[src/rtl/spi_fifo_pkg.sv]
package spi_fifo_pkg;
  // interrupt vector positions (raw, mask, masked)
  localparam int IR_TXLOW = 0;
  localparam int IR_TXOVF = 1;
  localparam int IR_RXUNF = 2;
  localparam int IR_RXOVF = 3;
  localparam int IR_RXHI  = 4;
  // status positions
  localparam int ST_BUSY    = 0;
  localparam int ST_TXFULL  = 1;
  localparam int ST_TXEMPTY = 2;
  localparam int ST_RXEMPTY = 3;
  localparam int ST_RXFULL  = 4;
  // clear word positions
  localparam int CL_ALL   = 0;
  localparam int CL_RXUNF = 1;
  localparam int CL_RXOVF = 2;
  localparam int CL_TXOVF = 3;
  // DMA enable positions
  localparam int DE_RX = 0;
  localparam int DE_TX = 1;

  function automatic logic lvl_at_or_below(input logic [15:0] lvl, input logic [15:0] lim);
    return lvl <= lim;
  endfunction

  function automatic logic lvl_above(input logic [15:0] lvl, input logic [15:0] lim);
    return lvl > lim;
  endfunction

  // returns clear bits in sticky order {rxovf, rxunf, txovf}
  function automatic logic [2:0] clr_decode(input logic [3:0] c);
    return {c[CL_ALL] | c[CL_RXOVF], c[CL_ALL] | c[CL_RXUNF], c[CL_ALL] | c[CL_TXOVF]};
  endfunction
endpackage

[src/rtl/spi_sfifo.sv]
module spi_sfifo #(
  parameter int DW = 16,
  parameter int DEPTH = 8,
  localparam int AW = $clog2(DEPTH),
  localparam int LW = $clog2(DEPTH + 1)
) (
  input  logic          clk,
  input  logic          rst_n,
  input  logic          flush,
  input  logic          push,
  input  logic [DW-1:0] wdata,
  input  logic          pop,
  output logic [DW-1:0] rdata,
  output logic [LW-1:0] level,
  output logic          full,
  output logic          empty
);
  logic [DW-1:0] mem [DEPTH];
  logic [AW-1:0] wr_ptr, rd_ptr;
  logic          push_ok, pop_ok;

  assign full    = (level == LW'(DEPTH));
  assign empty   = (level == '0);
  assign push_ok = push & ~full & ~flush;
  assign pop_ok  = pop & ~empty & ~flush;
  assign rdata   = mem[rd_ptr];

  always_ff @(posedge clk) begin
    if (push_ok) mem[wr_ptr] <= wdata;
  end

  always_ff @(posedge clk or negedge rst_n) begin
    if (!rst_n) begin
      wr_ptr <= '0;
      rd_ptr <= '0;
      level  <= '0;
    end else if (flush) begin
      wr_ptr <= '0;
      rd_ptr <= '0;
      level  <= '0;
    end else begin
      if (push_ok) wr_ptr <= wr_ptr + 1'b1;
      if (pop_ok)  rd_ptr <= rd_ptr + 1'b1;
      case ({push_ok, pop_ok})
        2'b10:   level <= level + 1'b1;
        2'b01:   level <= level - 1'b1;
        default: level <= level;
      endcase
    end
  end
endmodule

[src/rtl/spi_cfg_regs.sv]
module spi_cfg_regs #(
  parameter int DEPTH = 8,
  localparam int AW = $clog2(DEPTH),
  localparam int LW = $clog2(DEPTH + 1)
) (
  input  logic          clk,
  input  logic          rst_n,
  input  logic          en,
  input  logic          wr_tx_thr,
  input  logic          wr_rx_thr,
  input  logic          wr_tx_dlvl,
  input  logic          wr_rx_dlvl,
  input  logic          wr_dmactl,
  input  logic [LW-1:0] wdata,
  output logic [AW-1:0] tx_thr,
  output logic [AW-1:0] rx_thr,
  output logic [LW-1:0] tx_dlvl,
  output logic [LW-1:0] rx_dlvl,
  output logic [1:0]    dma_en
);
  // threshold writes are accepted only while the controller is idle
  logic thr_open;
  assign thr_open = ~en;

  always_ff @(posedge clk or negedge rst_n) begin
    if (!rst_n) begin
      tx_thr  <= '0;
      rx_thr  <= '0;
      tx_dlvl <= '0;
      rx_dlvl <= '0;
      dma_en  <= '0;
    end else begin
      if (wr_tx_thr && thr_open) tx_thr <= wdata[AW-1:0];
      if (wr_rx_thr && thr_open) rx_thr <= wdata[AW-1:0];
      if (wr_tx_dlvl) tx_dlvl <= wdata;
      if (wr_rx_dlvl) rx_dlvl <= wdata;
      if (wr_dmactl)  dma_en  <= wdata[1:0];
    end
  end
endmodule

[src/rtl/spi_irq_unit.sv]
module spi_irq_unit
  import spi_fifo_pkg::*;
(
  input  logic       clk,
  input  logic       rst_n,
  input  logic       tx_ovf_evt,
  input  logic       rx_unf_evt,
  input  logic       rx_ovf_evt,
  input  logic       tx_low,
  input  logic       rx_high,
  input  logic       iclr_wr,
  input  logic [3:0] iclr_bits,
  input  logic       imask_wr,
  input  logic [4:0] imask_bits,
  output logic [4:0] raw,
  output logic [4:0] masked,
  output logic       irq
);
  logic [2:0] flg_q;   // {rxovf, rxunf, txovf}
  logic [2:0] flg_clr, flg_set;
  logic [4:0] mask_q;

  assign flg_clr = iclr_wr ? clr_decode(iclr_bits) : 3'b000;
  assign flg_set = {rx_ovf_evt, rx_unf_evt, tx_ovf_evt};

  always_ff @(posedge clk or negedge rst_n) begin
    if (!rst_n) begin
      flg_q  <= '0;
      mask_q <= '0;
    end else begin
      flg_q <= (flg_q & ~flg_clr) | flg_set;   // a new event outranks its clear
      if (imask_wr) mask_q <= imask_bits;
    end
  end

  always_comb begin
    raw           = '0;
    raw[IR_TXLOW] = tx_low;
    raw[IR_TXOVF] = flg_q[0];
    raw[IR_RXUNF] = flg_q[1];
    raw[IR_RXOVF] = flg_q[2];
    raw[IR_RXHI]  = rx_high;
  end

  assign masked = raw & mask_q;
  assign irq    = |masked;
endmodule

[src/rtl/spi_fifo_stat_irq.sv]
module spi_fifo_stat_irq
  import spi_fifo_pkg::*;
#(
  parameter int DW = 16,
  parameter int DEPTH = 8,
  localparam int AW = $clog2(DEPTH),
  localparam int LW = $clog2(DEPTH + 1),
  localparam int CW = (LW > 5) ? LW : 5
) (
  input  logic          clk,
  input  logic          rst_n,
  input  logic          en,
  input  logic          eng_busy,
  input  logic          tx_wr,
  input  logic [DW-1:0] tx_wdata,
  input  logic          rx_rd,
  output logic [DW-1:0] rx_rdata,
  input  logic          eng_tx_pop,
  output logic [DW-1:0] eng_tx_data,
  input  logic          eng_rx_push,
  input  logic [DW-1:0] eng_rx_data,
  input  logic          wr_tx_thr,
  input  logic          wr_rx_thr,
  input  logic          wr_tx_dlvl,
  input  logic          wr_rx_dlvl,
  input  logic          wr_dmactl,
  input  logic          wr_imask,
  input  logic          wr_iclr,
  input  logic [CW-1:0] cfg_wdata,
  output logic [CW-1:0] tx_thr_rd,
  output logic [CW-1:0] rx_thr_rd,
  output logic [LW-1:0] tx_level,
  output logic [LW-1:0] rx_level,
  output logic [4:0]    status,
  output logic [4:0]    int_raw,
  output logic [4:0]    int_masked,
  output logic          irq,
  output logic          tx_dma_req,
  output logic          rx_dma_req
);
  logic          flush;
  logic          tx_full, tx_empty, rx_full, rx_empty;
  logic          tx_ovf_evt, rx_unf_evt, rx_ovf_evt;
  logic          tx_low, rx_high;
  logic [AW-1:0] tx_thr, rx_thr;
  logic [LW-1:0] tx_dlvl, rx_dlvl;
  logic [1:0]    dma_en;

  assign flush = ~en;

  // named error events: dropped accesses while enabled
  assign tx_ovf_evt = en & tx_wr & tx_full;
  assign rx_unf_evt = en & rx_rd & rx_empty;
  assign rx_ovf_evt = en & eng_rx_push & rx_full;

  spi_sfifo #(.DW(DW), .DEPTH(DEPTH)) u_txq (
    .clk(clk), .rst_n(rst_n), .flush(flush),
    .push(tx_wr), .wdata(tx_wdata), .pop(eng_tx_pop),
    .rdata(eng_tx_data), .level(tx_level), .full(tx_full), .empty(tx_empty)
  );

  spi_sfifo #(.DW(DW), .DEPTH(DEPTH)) u_rxq (
    .clk(clk), .rst_n(rst_n), .flush(flush),
    .push(eng_rx_push), .wdata(eng_rx_data), .pop(rx_rd),
    .rdata(rx_rdata), .level(rx_level), .full(rx_full), .empty(rx_empty)
  );

  spi_cfg_regs #(.DEPTH(DEPTH)) u_cfg (
    .clk(clk), .rst_n(rst_n), .en(en),
    .wr_tx_thr(wr_tx_thr), .wr_rx_thr(wr_rx_thr),
    .wr_tx_dlvl(wr_tx_dlvl), .wr_rx_dlvl(wr_rx_dlvl), .wr_dmactl(wr_dmactl),
    .wdata(cfg_wdata[LW-1:0]),
    .tx_thr(tx_thr), .rx_thr(rx_thr), .tx_dlvl(tx_dlvl), .rx_dlvl(rx_dlvl),
    .dma_en(dma_en)
  );

  assign tx_low  = lvl_at_or_below(16'(tx_level), 16'(tx_thr));
  assign rx_high = lvl_above(16'(rx_level), 16'(rx_thr));

  spi_irq_unit u_irq (
    .clk(clk), .rst_n(rst_n),
    .tx_ovf_evt(tx_ovf_evt), .rx_unf_evt(rx_unf_evt), .rx_ovf_evt(rx_ovf_evt),
    .tx_low(tx_low), .rx_high(rx_high),
    .iclr_wr(wr_iclr), .iclr_bits(cfg_wdata[3:0]),
    .imask_wr(wr_imask), .imask_bits(cfg_wdata[4:0]),
    .raw(int_raw), .masked(int_masked), .irq(irq)
  );

  assign tx_thr_rd = CW'(tx_thr);
  assign rx_thr_rd = CW'(rx_thr);

  always_comb begin
    status             = '0;
    status[ST_BUSY]    = en & (eng_busy | ~tx_empty);
    status[ST_TXFULL]  = tx_full;
    status[ST_TXEMPTY] = tx_empty;
    status[ST_RXEMPTY] = rx_empty;
    status[ST_RXFULL]  = rx_full;
  end

  assign tx_dma_req = en & dma_en[DE_TX] & lvl_at_or_below(16'(tx_level), 16'(tx_dlvl));
  assign rx_dma_req = en & dma_en[DE_RX] & lvl_above(16'(rx_level), 16'(rx_dlvl));
endmodule

[config.mk]
export PLATFORM = sky130hd
export DESIGN_NAME = spi_fifo_stat_irq
export DESIGN_NICKNAME = d
export VERILOG_FILES = /design/src/rtl/spi_fifo_pkg.sv /design/src/rtl/spi_sfifo.sv /design/src/rtl/spi_cfg_regs.sv /design/src/rtl/spi_irq_unit.sv /design/src/rtl/spi_fifo_stat_irq.sv
export SDC_FILE = /design/constraint.sdc
export NUM_CORES = 1
export LEC_CHECK = 0
export ABC_AREA = 1
export CAP_MARGIN = 10
export CORE_MARGIN = 2
export CORE_UTILIZATION = 60
export CTS_BUF_LIST = sky130_fd_sc_hd__clkbuf_8
export DETAILED_ROUTE_END_ITERATION = 16
export DONT_BUFFER_PORTS = 1
export PLACE_DENSITY = 0.79
export SYNTH_ARGS = -nofsm -noshare
export SYNTH_HDL_FRONTEND = slang
export SYNTH_HIERARCHICAL = 1
export SYNTH_SLANG_ARGS = --single-unit
export TNS_END_PERCENT = 30
[constraint.sdc]
create_clock -name clk -period 2.1 [get_ports clk]
set_clock_uncertainty 0.15 [all_clocks]
set_input_delay 0.315 -clock clk [delete_from_list [all_inputs] [get_ports clk]]
set_output_delay 0.315 -clock clk [all_outputs]
set_load 0.01 [all_outputs]
## Word-level counts from Yosys, hierarchy flattened

Memories as Yosys holds them, arrays and structs flattened.
Index checks and enable logic that the tools add are counted.

- Reduce and logical (&&, ||, !) cells: 5
- Bitwise operators: 32
- Add/sub/neg operators: 8
- Mux-type cells: 17
- $lt $le $gt $ge: 4
- Eq/ne operators: 12

Operator list:

| cell | count |
|---|---|
| $mux W3 | 9 |
| $and A1 B1 Y1 | 19 |
| $pmux W4 S2 | 2 |
| $add A3 B1 Y3 const B | 4 |
| $add A4 B1 Y4 const B | 2 |
| $eq A4 B4 Y1 const B | 2 |
| $logic_not A4 Y1 | 2 |
| $mux W4 | 2 |
| $ne A2 B1 Y1 const B | 4 |
| $sub A4 B1 Y4 const B | 2 |
| $ne A3 B1 Y1 const B | 2 |
| $and A5 B5 Y5 | 1 |
| $not A1 Y1 | 5 |
| $reduce_or A5 Y1 | 1 |
| $eq A2 B1 Y1 const B | 2 |
| $eq A2 B2 Y1 const B | 2 |
| $gt A4 B3 Y1 | 1 |
| $gt A4 B4 Y1 | 1 |
| $le A4 B3 Y1 | 1 |
| $le A4 B4 Y1 | 1 |
| $mux W1 | 4 |
| $or A1 B1 Y1 | 4 |
| $and A3 B3 Y3 | 1 |
| $not A3 Y3 | 1 |
| 2 further kinds | 3 |

- Output and inout bits: 68
- Logic and storage cells: 93
- RAM bits: 256
- Bits in registers: 44
- Input port bits: 52
- Memories: 2

Memories:

| memory | words | width | rd ports | clocked after memory_dff | wr ports | line | source |
|---|---|---|---|---|---|---|---|
| u_rxq.mem | 8 | 16 | 1 | 0 | 1 | spi_sfifo.sv:18 | `logic [DW-1:0] mem [DEPTH];` |
| u_txq.mem | 8 | 16 | 1 | 0 | 1 | spi_sfifo.sv:18 |  |

## Longest topological paths before layout

- Depth after elaboration: 7
- Depth in mapped cells: 14
- Depth with buffers taken out: 14

## Cells and area by module

The synthesis kept the hierarchy.

By module, submodules not included:

| module | area an instance (µm²) | instances | seq. area each (µm²) | cells an instance |
|---|---|---|---|---|
| spi_sfifo | 5,666.7 | 2 | 4,093.9 | 419 |
| spi_cfg_regs | 616.8 | 1 | 400.4 | 67 |
| spi_fifo_stat_irq | 475.5 | 1 | 0.0 | 77 |
| spi_irq_unit | 394.1 | 1 | 200.2 | 52 |

## Worst setup path before layout

Ideal clock, no wire load.

- Kind: register -> register
- Start: reg u_rxq.level[1]
- End: mem u_rxq.mem[0][0], enable pin
- Period minus slack after synthesis: 2.247 ns
- Path slack: -0.147 ns
- Data required time: 1.562 ns
- Arrival: 1.709 ns
- Buffers on the path: 0
- Library setup time: 0.388 ns
- Stages on the path, launching flop included: 7
- Cells stage by stage: dfrtp_1 nor2_2 nand2_1 nand2_2 nor2_2 nand2_1 nor2_1

- Cells in the longest elaborated chain, start to end: 6

RTL lines:

| what | line | source |
|---|---|---|
| start, declared | spi_sfifo.sv:14 | `output logic [LW-1:0] level,` |
| start signal, assigned | spi_sfifo.sv:45 | `2'b10: level <= level + 1'b1;` |
| start signal, assigned | spi_sfifo.sv:46 | `2'b01: level <= level - 1'b1;` |
| start signal, assigned | spi_sfifo.sv:47 | `default: level <= level;` |
| $eq A4 B4 Y1 | spi_sfifo.sv:22 | `assign full = (level == LW'(DEPTH));` |
| $not A1 Y1 | spi_sfifo.sv:24 | `assign push_ok = push & ~full & ~flush;` |
| $and A1 B1 Y1 (2 in a row) | spi_sfifo.sv:24 |  |
| $mux W1 | spi_sfifo.sv:29 | `if (push_ok) mem[wr_ptr] <= wdata;` |
| $mux W1 (not written as such) | spi_sfifo.sv:29 |  |
| end, declared | spi_sfifo.sv:18 |  |

Every way passes these cells.

## Worst setup path in the final report

- Start: reg u_rxq.level[1]
- End: out irq

- Cells in the longest elaborated chain, start to end: 3

RTL lines:

| what | line | source |
|---|---|---|
| $gt A4 B3 Y1 | spi_fifo_pkg.sv:28 | `return lvl > lim;` |
| $and A5 B5 Y5 | spi_irq_unit.sv:45 | `assign masked = raw & mask_q;` |
| $reduce_or A5 Y1 | spi_irq_unit.sv:46 | `assign irq = \|masked;` |
| end, declared | spi_fifo_stat_irq.sv:37 | `output logic irq,` |

Every way passes these cells.

==> impl.org <==
** Synthesis
- The share of synthesized area in the top cell type comes to 0.600.
- In the synthesized netlist, the number of instances is 1,034.
- Of the total synthesized cell area, the portion taken by AND, OR, NAND and NOR gates is 0.108.
- Post-Synth XOR/XNOR Area :: 0.00137
- Sorting the synthesized cells by area gives the leading types as sky130_fd_sc_hd__edfxtp_1 (60%), sky130_fd_sc_hd__dfrtp_1 (8.6%), sky130_fd_sc_hd__nand2_1 (6.1%).
- Ys async rst share :: 0.147
- Syn Area/Cell :: 12.4 sq um
- Fraction of the yosys area taken by sequential cells :: 0.686
- Counting distinct cell types in the post-synthesis netlist gives 36.
- Top_reg_cell synth :: sky130_fd_sc_hd__edfxtp_1
- Of the total synthesized cell area, the portion taken by full adders, half adders and majority gates is 0.0246.
- Yosys mapped a number of flops with a built-in enable equal to 256.
- Mux contribution to synthesized area :: 0.0500
- Post-synth top area cell :: sky130_fd_sc_hd__edfxtp_1
- Number of storage elements in the synthesis netlist :: 300
- The compound-cell area share of the yosys netlist is 0.0784.
- For this run, the number of Yosys warnings is 6.
- Netlist Area Pre-Place :: 12,800 sq um
- By area, the combinational part of the netlist is dominated by simple AND/OR/NAND/NOR gates.

** Finish
- The filler cells instantiated in the layout total 1,175.
- Signed area change from the synthesized netlist to the final layout :: 26.2%
- Layout cells sized above 1 :: 0.248
- Most common cell after layout, fill and taps aside :: sky130_fd_sc_hd__edfxtp_1
- Post-Route Utilization :: 0.770
- Most used cells in the layout excluding fill and tap cells :: sky130_fd_sc_hd__edfxtp_1 (256), sky130_fd_sc_hd__nand2_1 (167), sky130_fd_sc_hd__nor2_1 (78), sky130_fd_sc_hd__inv_1 (75), sky130_fd_sc_hd__o22ai_1 (59)
- Total Nets Final :: 1,261

** STA
- Final min period :: 2460 ps
- Unrepaired setup endpoints after global routing :: true
- Across all setup checks in the final design, the least slack found is -360 ps.
- Max Slew Vio Count :: 0
- Setup violations remaining at the end of the flow were counted as 42.
- Final hold violation count :: 0
- Timing would allow up to 406 MHz.
- Setup TNS :: -7800 ps
- Of the available clock period, the critical path in the final layout requires 1.17.

** Clock tree
- Max H-tree Level :: 2
- TritonCTS built the clock tree.
- Clock net sink count :: 300
- After clock tree synthesis, the clock-pin slew on the worst setup and hold paths is 60 ps.
- Total clock buffers created by CTS :: 47
- Number of buffers between clock root and the deepest sink :: 3
- The cell sitting at the root of the clock tree is a sky130_fd_sc_hd__clkbuf_8.
- Insertion delay to the later sink of the worst-skew pair :: 550 ps

** Floorplanning
- Number of placed I/O pins :: 120
- The core region is 21,000 sq um.
- Number of rows created at floorplan :: 53
- The die is 150 um tall.
- From left edge to right edge, the die measures 150 um.
- The initial utilization of the core area, before any placement, comes to 0.610.
- The die covers 22,600 sq um.

** Placed design
- RePlAce Congestion :: 0.834
- Port-buffer cells :: 0
- HPWL after detailed placement :: 15,200 um

** GRT
- Pin count of the biggest net entering global routing :: 66
- After global routing the overflow that remains totals 0.
- The number of antenna violations at the first check in global routing came to 2.
- The first global-routing pass estimated 43,600 um of wire.
- The via count of the first global-routing pass was 8,534.
- Total global-route track usage :: 0.252

** Worst setup path
- At the worst endpoint, the arrival time is 2000 ps.
- Along the worst path, the maximum fanout reaches 6.
- The worst setup path is of the flop to primary output kind.
- Critical Path RT :: 1630 ps
- Critical Path Sink Type :: primary output
- STA classifies the critical path startpoint as a flop.

** Routing
- The detail route stage leaves a number of antenna-violating nets equal to 0.
- Dividing the detail-routed wire length by the instance count gives 20.6 um.
- Number of DRC markers after the initial detailed-route iteration :: 683
- Ratio of routed vias to standard cells :: 5.82
- After detailed routing, the total wire length is 30,900 um.
- Vias post-DR :: 8,721
- In the routed design, unresolved DRC markers number 0.
- The first detailed-routing pass ran for 5 iterations.

** Status
- Violated checks :: negative setup slack
- Result of the run :: finished, violations left

** Pwr
- Peak supply drop :: 0.000910 V
- Post-layout total power :: 0.0181 W
- For this design the static power due to leakage is 6.14 nW.
- In this run the power density over the cells is 1120 nW/um^2.

** Worst hold path
- Hold WC Path Type :: input pin to asynchronous set/reset pin

** Flow run
- Count of max-cap constraint violations :: 0
==> cell usage after synthesis (3+ instances only) <==
library cell	n
sky130_fd_sc_hd__inv_1	61
sky130_fd_sc_hd__nor2_2	4
sky130_fd_sc_hd__o21ai_1	24
sky130_fd_sc_hd__o22ai_1	64
sky130_fd_sc_hd__buf_4	18
sky130_fd_sc_hd__nand2_2	12
sky130_fd_sc_hd__inv_2	7
sky130_fd_sc_hd__dfrtp_1	44
sky130_fd_sc_hd__buf_2	10
sky130_fd_sc_hd__nand2_1	208
sky130_fd_sc_hd__buf_6	9
sky130_fd_sc_hd__nand3_1	17
sky130_fd_sc_hd__edfxtp_1	256
sky130_fd_sc_hd__nand4_1	4
sky130_fd_sc_hd__nor2_1	90
sky130_fd_sc_hd__buf_1	4
sky130_fd_sc_hd__a21oi_1	10
sky130_fd_sc_hd__buf_8	4
sky130_fd_sc_hd__ha_1	22
sky130_fd_sc_hd__o21ai_0	71
sky130_fd_sc_hd__and3_1	3
sky130_fd_sc_hd__mux2i_1	64
sky130_fd_sc_hd__clkbuf_1	6
==> critical path, stage by stage (launching register included) <==
cell                       delay [ps]
sky130_fd_sc_hd__dfrtp_1          390
sky130_fd_sc_hd__buf_6            150
sky130_fd_sc_hd__ha_4             270
sky130_fd_sc_hd__inv_2             40
sky130_fd_sc_hd__nor2_4           120
sky130_fd_sc_hd__o21ai_4           70
sky130_fd_sc_hd__a21boi_4         170
sky130_fd_sc_hd__nand2_2          110
sky130_fd_sc_hd__nand2_4          100
==> metal layers <==
metal  vias up  wire (um)  global-route usage
li1       3976          -                   -
met1      4246      11900               0.326
met2       440      15800               0.427
met3        59       2740              0.0548
met4         0        514              0.0825
met5         -          0                   0
==> per-stage QoR <==
step | hold slack, ps | std cells | setup WS, ps | cell area, sq um
2_1_floorplan | -131 | 1037 | -147 | 12800
3_3_place_gp | -129 | 1311 | 94.7 | 13400
3_5_place_dp | -130 | 1311 | 0.258 | 13400
4_1_cts | 69.1 | 1478 | -328 | 15500
5_1_grt | 128 | 1498 | -401 | 16200
6_report | 118 | 1498 | -360 | 16200
==> area by class of cell <==
type / instances / area [sq um] / share of cell area
clock buffer: 49 / 674 / 0.0417
sequential: 300 / 8800 / 0.544
timing repair buffer: 150 / 1950 / 0.121
multi-input combinational: 614 / 3910 / 0.242
clock inverter: 36 / 174 / 0.0108
inverter: 72 / 319 / 0.0197
tap: 275 / 344 / 0.0213
antenna: 2 / 5.00 / 0.000309
==> flip-flops by register name, indices dropped and copies added (netlist names) <==
signal / count
u_cfg/dma_en: 2
u_cfg/rx_dlvl: 4
u_cfg/rx_thr: 3
u_cfg/tx_dlvl: 4
u_cfg/tx_thr: 3
u_irq/flg_q: 3
u_irq/mask_q: 5
u_rxq/level: 4
u_rxq/mem: 128
u_rxq/rd_ptr: 3
u_rxq/wr_ptr: 3
u_txq/level: 4
u_txq/mem: 128
u_txq/rd_ptr: 3
u_txq/wr_ptr: 3
==> logic make-up (layout without fill, tap and decap cells) <==
logic type / after synthesis / count (layout)
and+or+nand+nor: 342 / 342
DFF: 300 / 300
AOI/OAI and AO/OA: 178 / 178
buffers and inverters: 123 / 307
muxes: 64 / 64
adders and majority gates: 24 / 24
xor gates and xnor gates: 2 / 2
other: 1 / 6
==> timing repair <==
item | CTS | global route
setup buffers | 18 | 10
cloned | 8 | 8
endpoints found under the hold margin | 339 | 0
pin swaps | 33 | 44
gates resized for setup | 112 | 106
hold buffers | 56 | 0
endpoints found under the setup margin | 42 | 103
==> power by group <==
part           internal [W]  total (W)  switching [W]
Sequential          0.00677    0.00700       0.000224
Clock               0.00228    0.00443        0.00214
Combinational       0.00301    0.00666        0.00365
==> final timing paths <==
| path | start | end | slack [ps] | cells past startpoint |
|---|---|---|---|---|
| max in group asynchronous | rst_n | u_cfg/rx_thr[2]$_DFFE_PN0P_ | 1450 | 2 |
| worst max register to register | u_txq/level[1]$_DFFE_PN0P_ | u_txq/level[3]$_DFFE_PN0P_ | -60 | 13 |
| worst min-delay path | rst_n | u_rxq/level[1]$_DFFE_PN0P_ | 120 | 2 |
| worst max-delay path | u_rxq/level[1]$_DFFE_PN0P_ | irq | -360 | 8 |
| worst min register to register | u_cfg/rx_dlvl[3]$_DFFE_PN0P_ | u_cfg/rx_dlvl[3]$_DFFE_PN0P_ | 380 | 2 |
| min in group clk | cfg_wdata[0] | u_cfg/dma_en[0]$_DFFE_PN0P_ | 170 | 3 |
(Power assumes the default switching activity.)
